==> config.mk <==
export PLATFORM = sky130hd
export DESIGN_NAME = mchk_status_reg
export DESIGN_NICKNAME = d
export VERILOG_FILES = /design/src/rtl/mchk_pkg.sv /design/src/rtl/mchk_prio_pick.sv /design/src/rtl/mchk_bit_update.sv /design/src/rtl/mchk_irq_gen.sv /design/src/rtl/mchk_status_reg.sv
export SDC_FILE = /design/constraint.sdc
export NUM_CORES = 1
export LEC_CHECK = 0
export ABC_CLOCK_PERIOD_IN_PS = 1250
export BUFFER_PORTS_ARGS = -buffer_cell sky130_fd_sc_hd__buf_2
export CAP_MARGIN = 0
export CELL_PAD_IN_SITES_DETAIL_PLACEMENT = 0
export CELL_PAD_IN_SITES_GLOBAL_PLACEMENT = 2
export CORE_ASPECT_RATIO = 0.5
export CORE_MARGIN = 4
export CORE_UTILIZATION = 14
export CTS_CLUSTER_SIZE = 8
export DETAILED_ROUTE_END_ITERATION = 10
export PLACE_DENSITY = 0.81
export RECOVER_POWER = 50
export REMOVE_ABC_BUFFERS = 1
export SYNTH_ARGS = -nofsm -noshare
export SYNTH_HDL_FRONTEND = slang
export SYNTH_SLANG_ARGS = --single-unit
==> constraint.sdc <==
create_clock -name clk -period 1.25 [get_ports clk]
set_input_delay 0.1875 -clock clk [delete_from_list [all_inputs] [get_ports clk]]
set_output_delay 0.1875 -clock clk [all_outputs]
set_load 0.05 [all_outputs]
==> src/rtl/mchk_pkg.sv <==
// Shared sizes for the machine check status register.
// Assumes bit 0 (summary) is the most significant bit of the word.
package mchk_pkg;
    parameter int unsigned MC_REG_W   = 32;   // architected register width
    parameter int unsigned MC_NCAUSE  = 8;    // cause flags at bits 1..MC_NCAUSE
    parameter int unsigned MC_SUM_BIT = 0;    // summary flag position
endpackage

==> src/rtl/mchk_prio_pick.sv <==
// Fixed-priority picker: index 0 has the highest priority.
// Assumes requests are single-cycle strobes; purely combinational.
module mchk_prio_pick #(
    parameter int unsigned N = 8
) (
    input  logic [N-1:0] req_i,
    output logic [N-1:0] grant_o,
    output logic         any_o
);
    // seen[k] is high when some request below index k is active
    logic [N:0] seen;

    assign seen[0] = 1'b0;

    for (genvar k = 0; k < N; k++) begin : g_chain
        assign grant_o[k]  = req_i[k] & ~seen[k];
        assign seen[k + 1] = seen[k] | req_i[k];
    end

    assign any_o = seen[N];
endmodule

==> src/rtl/mchk_bit_update.sv <==
// Per-bit storage for the status word: set beats clear, reserved bits read 0.
// Assumes bit 0 is the MSB and live bits are 0..NCAUSE.
module mchk_bit_update #(
    parameter int unsigned W      = 32,
    parameter int unsigned NCAUSE = 8
) (
    input  logic         clk,
    input  logic         rst_n,
    input  logic [0:W-1] set_i,
    input  logic [0:W-1] clr_i,
    output logic [0:W-1] q_o
);
    localparam int unsigned LIVE = NCAUSE + 1;

    for (genvar b = 0; b < W; b++) begin : g_bit
        if (b < LIVE) begin : g_live
            logic q;
            // hold, clear on mask, set on event; set has precedence
            always_ff @(posedge clk) begin
                if (!rst_n)        q <= 1'b0;
                else if (set_i[b]) q <= 1'b1;
                else if (clr_i[b]) q <= 1'b0;
            end
            assign q_o[b] = q;
        end else begin : g_rsvd
            // reserved position: inputs reach no storage and the bit reads 0
            assign q_o[b] = set_i[b] & clr_i[b] & 1'b0;
        end
    end
endmodule

==> src/rtl/mchk_irq_gen.sv <==
// Interrupt request level: enable qualified by the summary flag.
// Assumes both inputs are already synchronous to the core clock.
module mchk_irq_gen (
    input  logic enable_i,
    input  logic summary_i,
    output logic irq_o
);
    assign irq_o = enable_i & summary_i;
endmodule

==> src/rtl/mchk_status_reg.sv <==
// Machine check status register top: records the highest-priority error
// strobe with a summary flag, gives software a clear-mask write and a full read.
// Assumes error strobes last one cycle and the enable is synchronous.
module mchk_status_reg
    import mchk_pkg::*;
#(
    parameter int unsigned REG_W  = MC_REG_W,
    parameter int unsigned NCAUSE = MC_NCAUSE
) (
    input  logic             clk,
    input  logic             rst_n,
    input  logic [NCAUSE-1:0] err_strobe_i,
    input  logic             mc_enable_i,
    input  logic             sr_wr_en_i,
    input  logic [0:REG_W-1] sr_wr_mask_i,
    output logic [0:REG_W-1] sr_rd_data_o,
    output logic             mc_irq_o
);
    localparam int unsigned SUM = MC_SUM_BIT;

    logic [NCAUSE-1:0] grant;
    logic              any_evt;
    logic [0:REG_W-1]  set_vec;
    logic [0:REG_W-1]  clr_vec;
    logic [0:REG_W-1]  stat_q;

    mchk_prio_pick #(.N(NCAUSE)) u_pick (
        .req_i   (err_strobe_i),
        .grant_o (grant),
        .any_o   (any_evt)
    );

    // build the set vector: summary plus the chosen cause position
    always_comb begin
        set_vec      = '0;
        set_vec[SUM] = any_evt;
        for (int k = 0; k < NCAUSE; k++) set_vec[k + 1] = grant[k];
    end

    // a write is a clear mask, gated by the write strobe
    assign clr_vec = sr_wr_en_i ? sr_wr_mask_i : '0;

    mchk_bit_update #(.W(REG_W), .NCAUSE(NCAUSE)) u_bits (
        .clk   (clk),
        .rst_n (rst_n),
        .set_i (set_vec),
        .clr_i (clr_vec),
        .q_o   (stat_q)
    );

    assign sr_rd_data_o = stat_q;

    mchk_irq_gen u_irq (
        .enable_i  (mc_enable_i),
        .summary_i (stat_q[SUM]),
        .irq_o     (mc_irq_o)
    );
endmodule

==> impl_metrics.py <==
metrics = {
    "global_routing": {
        "grt_antenna_before_repair": 0,
        "grt-busiest-layer": "met2",
        "grt_pass1_vias": 429,
        "grtUsageMet2_pct": 8.864,
        "globalRouteTotalUtil_pct": 3.858,
        "grtUsageMet1_pct": 2.675,
        "grt_pass1_wl_mm": 1.794,
        "gr-usage-met3_pct": 0.6952,
        "grt-ovfl-total": 0,
        "grt_max_degree": 11,
    },
    "power_and_ir_drop": {
        "power_density_nw_per_um2": 1239,
        "pwr-share-clk_pct": 36.5,
        "power_frac_seq_pct": 33.0,
        "ir_drop_mv": 0.1972,
        "p_total_uw": 914.7,
        "swShare_pct": 37.90,
        "pwr-share-comb_pct": 30.5,
        "p_leak_uw": 0.0003642,
        "p_sw_uw": 346.7,
        "intPower_uw": 568.0,
    },
    "sta": {
        "maxSlewViolCount": 0,
        "rsz0062_at_grt": "no",
        "setup_slack_ns": 0.1473,
        "final.setup.tns_ns": 0,
        "min_period_ns": 1.103,
        "max_freq_mhz": 906.9,
        "hold_viol_final": 0,
        "final.period_utilization_pct": 88.22,
        "setup_viol": 0,
        "skew_ns": 0,
    },
    "critical_path": {
        "start_kind": "register",
        "crit_path_cell_trace": "and2_1 -> buf_2",
        "crit_type": "reg -> out",
        "crit_path_end_kind": "primary output",
        "cp_max_fo": 3,
        "cpPeakStageDelay_ns": 0.33,
        "crit_required_ns": 1.06,
        "cp_slowest_cell": "dfxtp_1",
        "crit_arrival_ns": 0.92,
    },
    "die": {
        "die_y_um": 56.02,
        "ioPinCount": 77,
        "rows": 17,
        "die-area_um2": 5828,
        "initial_core_util_pct": 14.59,
        "coreArea_um2": 4424,
        "die_width_um": 104.0,
    },
    "layout": {
        "final_area_um2": 738.2,
        "num-nets-final": 148,
        "drive_gt1_share_pct": 32.04,
        "reg.largest.list": "u_bits.g_bit.g_live.q: 9 flops",
        "largest_reg_flops": 9,
        "top_register": "u_bits.g_bit.g_live.q",
        "finalCoreUtilization_pct": 16.69,
        "syn2layout_area_growth_pct": 14.34,
        "diodes": 0,
    },
    "detailed_routing": {
        "finalWirelength_mm": 1.301,
        "drc_errors": 0,
        "via_per_inst": 3.163,
        "final_antenna_net_count": 0,
        "wire_per_inst_um": 8.131,
        "dr.first_iter.drc_count": 10,
        "vias": 506,
        "drt_first_pass_iters": 2,
    },
    "logic_synthesis": {
        "synth_area_um2": 645.6,
        "synth_cell_types": 20,
        "yosysSeqAreaShare_pct": 27.91,
        "ys_seq_elements": 9,
        "yosysWarnings": 0,
        "synth_cells": 79,
        "syn_area_per_cell_um2": 8.172,
    },
    "job": {
        "maxCapViolCount": 0,
    },
    "placed_design": {
        "numPortBuffers": 30,
        "hpwl_mm": 1.112,
        "post-place-ws_ns": 0.06368,
        "dpl-instance-area_um2": 716.9,
        "gp_congestion": 0.7356,
    },
    "clocking": {
        "cts_buffers": 3,
        "ctsHoldBuffers": 0,
        "clk_latency_ns": 0.22,
        "clock_path_buffers": 2,
        "cts.repair.resized": 0,
        "cts.sinks": 9,
        "cts.clk_slew.worst_paths_ns": 0.04,
        "root_buffer": "clkbuf_8",
        "cts_tree": "done",
        "postCtsSetupRepairBufs": 0,
        "htreeDepth": 1,
    },
    "status": {
        "outcome": "completed",
    },
    "hold_path": {
        "hp-class": "in -> reg",
    },
}
cell families (layout without fill, tap and decap cells):
| kind of cell | after synthesis | in the layout | share of synthesized area (%) |
|---|---|---|---|
| buffers and inverters | 35 | 37 | 38.95 |
| AND/OR/NAND/NOR | 24 | 24 | 21.51 |
| AO/OA/AOI/OAI | 10 | 10 | 11.05 |
| flip-flops | 9 | 9 | 27.91 |
| other | 1 | 23 | 0.5808 |
through the flow:
stage          hold slack, ns  instances
2_1_floorplan          0.3154         67
3_3_place_gp           0.4315        156
3_5_place_dp           0.4302        156
4_1_cts                0.1955        160
5_1_grt                0.1997        160
6_report               0.2008        160
power by group through the flow:
stage	combinational (µW)	sequential (µW)	clock, µW
after floorplan	185	341	0
after global placement	285	307	0
after detailed placement	286	307	0
after CTS	286	302	346
after global routing	291	303	363
final	279	302	334
worst max-delay path: cells and delay by family (launching register included):
family	cells	cell delay [ns]
buf+inv	1	0.25
simple gates	1	0.11
flops	1	0.33
path summary, 6_finish.rpt:
kind / from / end / slack (ns) / cells after the start
min: err_strobe_i[7] / u_bits.g_bit[0].g_live.q$_SDFFE_PN0P_ / 0.20 / 2
min reg2reg: u_bits.g_bit[8].g_live.q$_SDFFE_PN0P_ / u_bits.g_bit[8].g_live.q$_SDFFE_PN0P_ / 0.47 / 2
max: u_bits.g_bit[0].g_live.q$_SDFFE_PN0P_ / mc_irq_o / 0.15 / 2
max reg2reg: u_bits.g_bit[0].g_live.q$_SDFFE_PN0P_ / u_bits.g_bit[0].g_live.q$_SDFFE_PN0P_ / 0.47 / 2
cell type report:
type                    count  area, µm²
flip-flops and latches      9      180.2
clock buffers               4      45.04
repair buffers             32      156.4
well taps                  57      71.32
inverters                   1      3.754
fillers                   503       3686
multi-input cells          57      281.5
metal layers:
layer / share of wire (%) / vias up / routed length (µm)
met5: 0 / - / 0
met4: 1.1 / 0 / 14
met3: 6.1 / 2 / 79
met2: 60 / 21 / 786
met1: 32 / 234 / 419
li1: - / 249 / -
placed cells by master (no fill, tap or decap):
cell type  netlist  final
conb_1           1     23
a21oi_1          2      2
and2b_2          1      1
nor3_1           1      1
buf_2            0     29
nand3_1          1      1
a21boi_0         1      1
a22oi_1          3      3
nor4_1           0      1
inv_1            1      1
dfxtp_1          9      9
clkbuf_1         2      4
and2_1           1      1
o21ai_0          1      1
o31a_1           1      1
clkbuf_8         0      3
nand3b_1         1      1
nand2_1          9      9
nor2b_1          7      7
a32oi_1          2      2
nor2_1           2      2
Yosys cell counts:
library cell | number | area share [%]
a21boi_0 | 1 | 1.2
a21oi_1 | 2 | 1.6
a22oi_1 | 3 | 3.5
a32oi_1 | 2 | 2.7
and2_1 | 1 | 0.97
and2b_2 | 1 | 1.4
buf_4 | 32 | 37
clkbuf_1 | 2 | 1.2
conb_1 | 1 | 0.58
dfxtp_1 | 9 | 28
inv_1 | 1 | 0.58
nand2_1 | 9 | 5.2
nand3_1 | 1 | 0.77
nand3b_1 | 1 | 1.2
nor2_1 | 2 | 1.2
nor2b_1 | 7 | 6.8
nor3_1 | 1 | 0.77
nor4_4 | 1 | 3.3
o21ai_0 | 1 | 0.77
o31a_1 | 1 | 1.4
(Power assumes the default switching activity.)
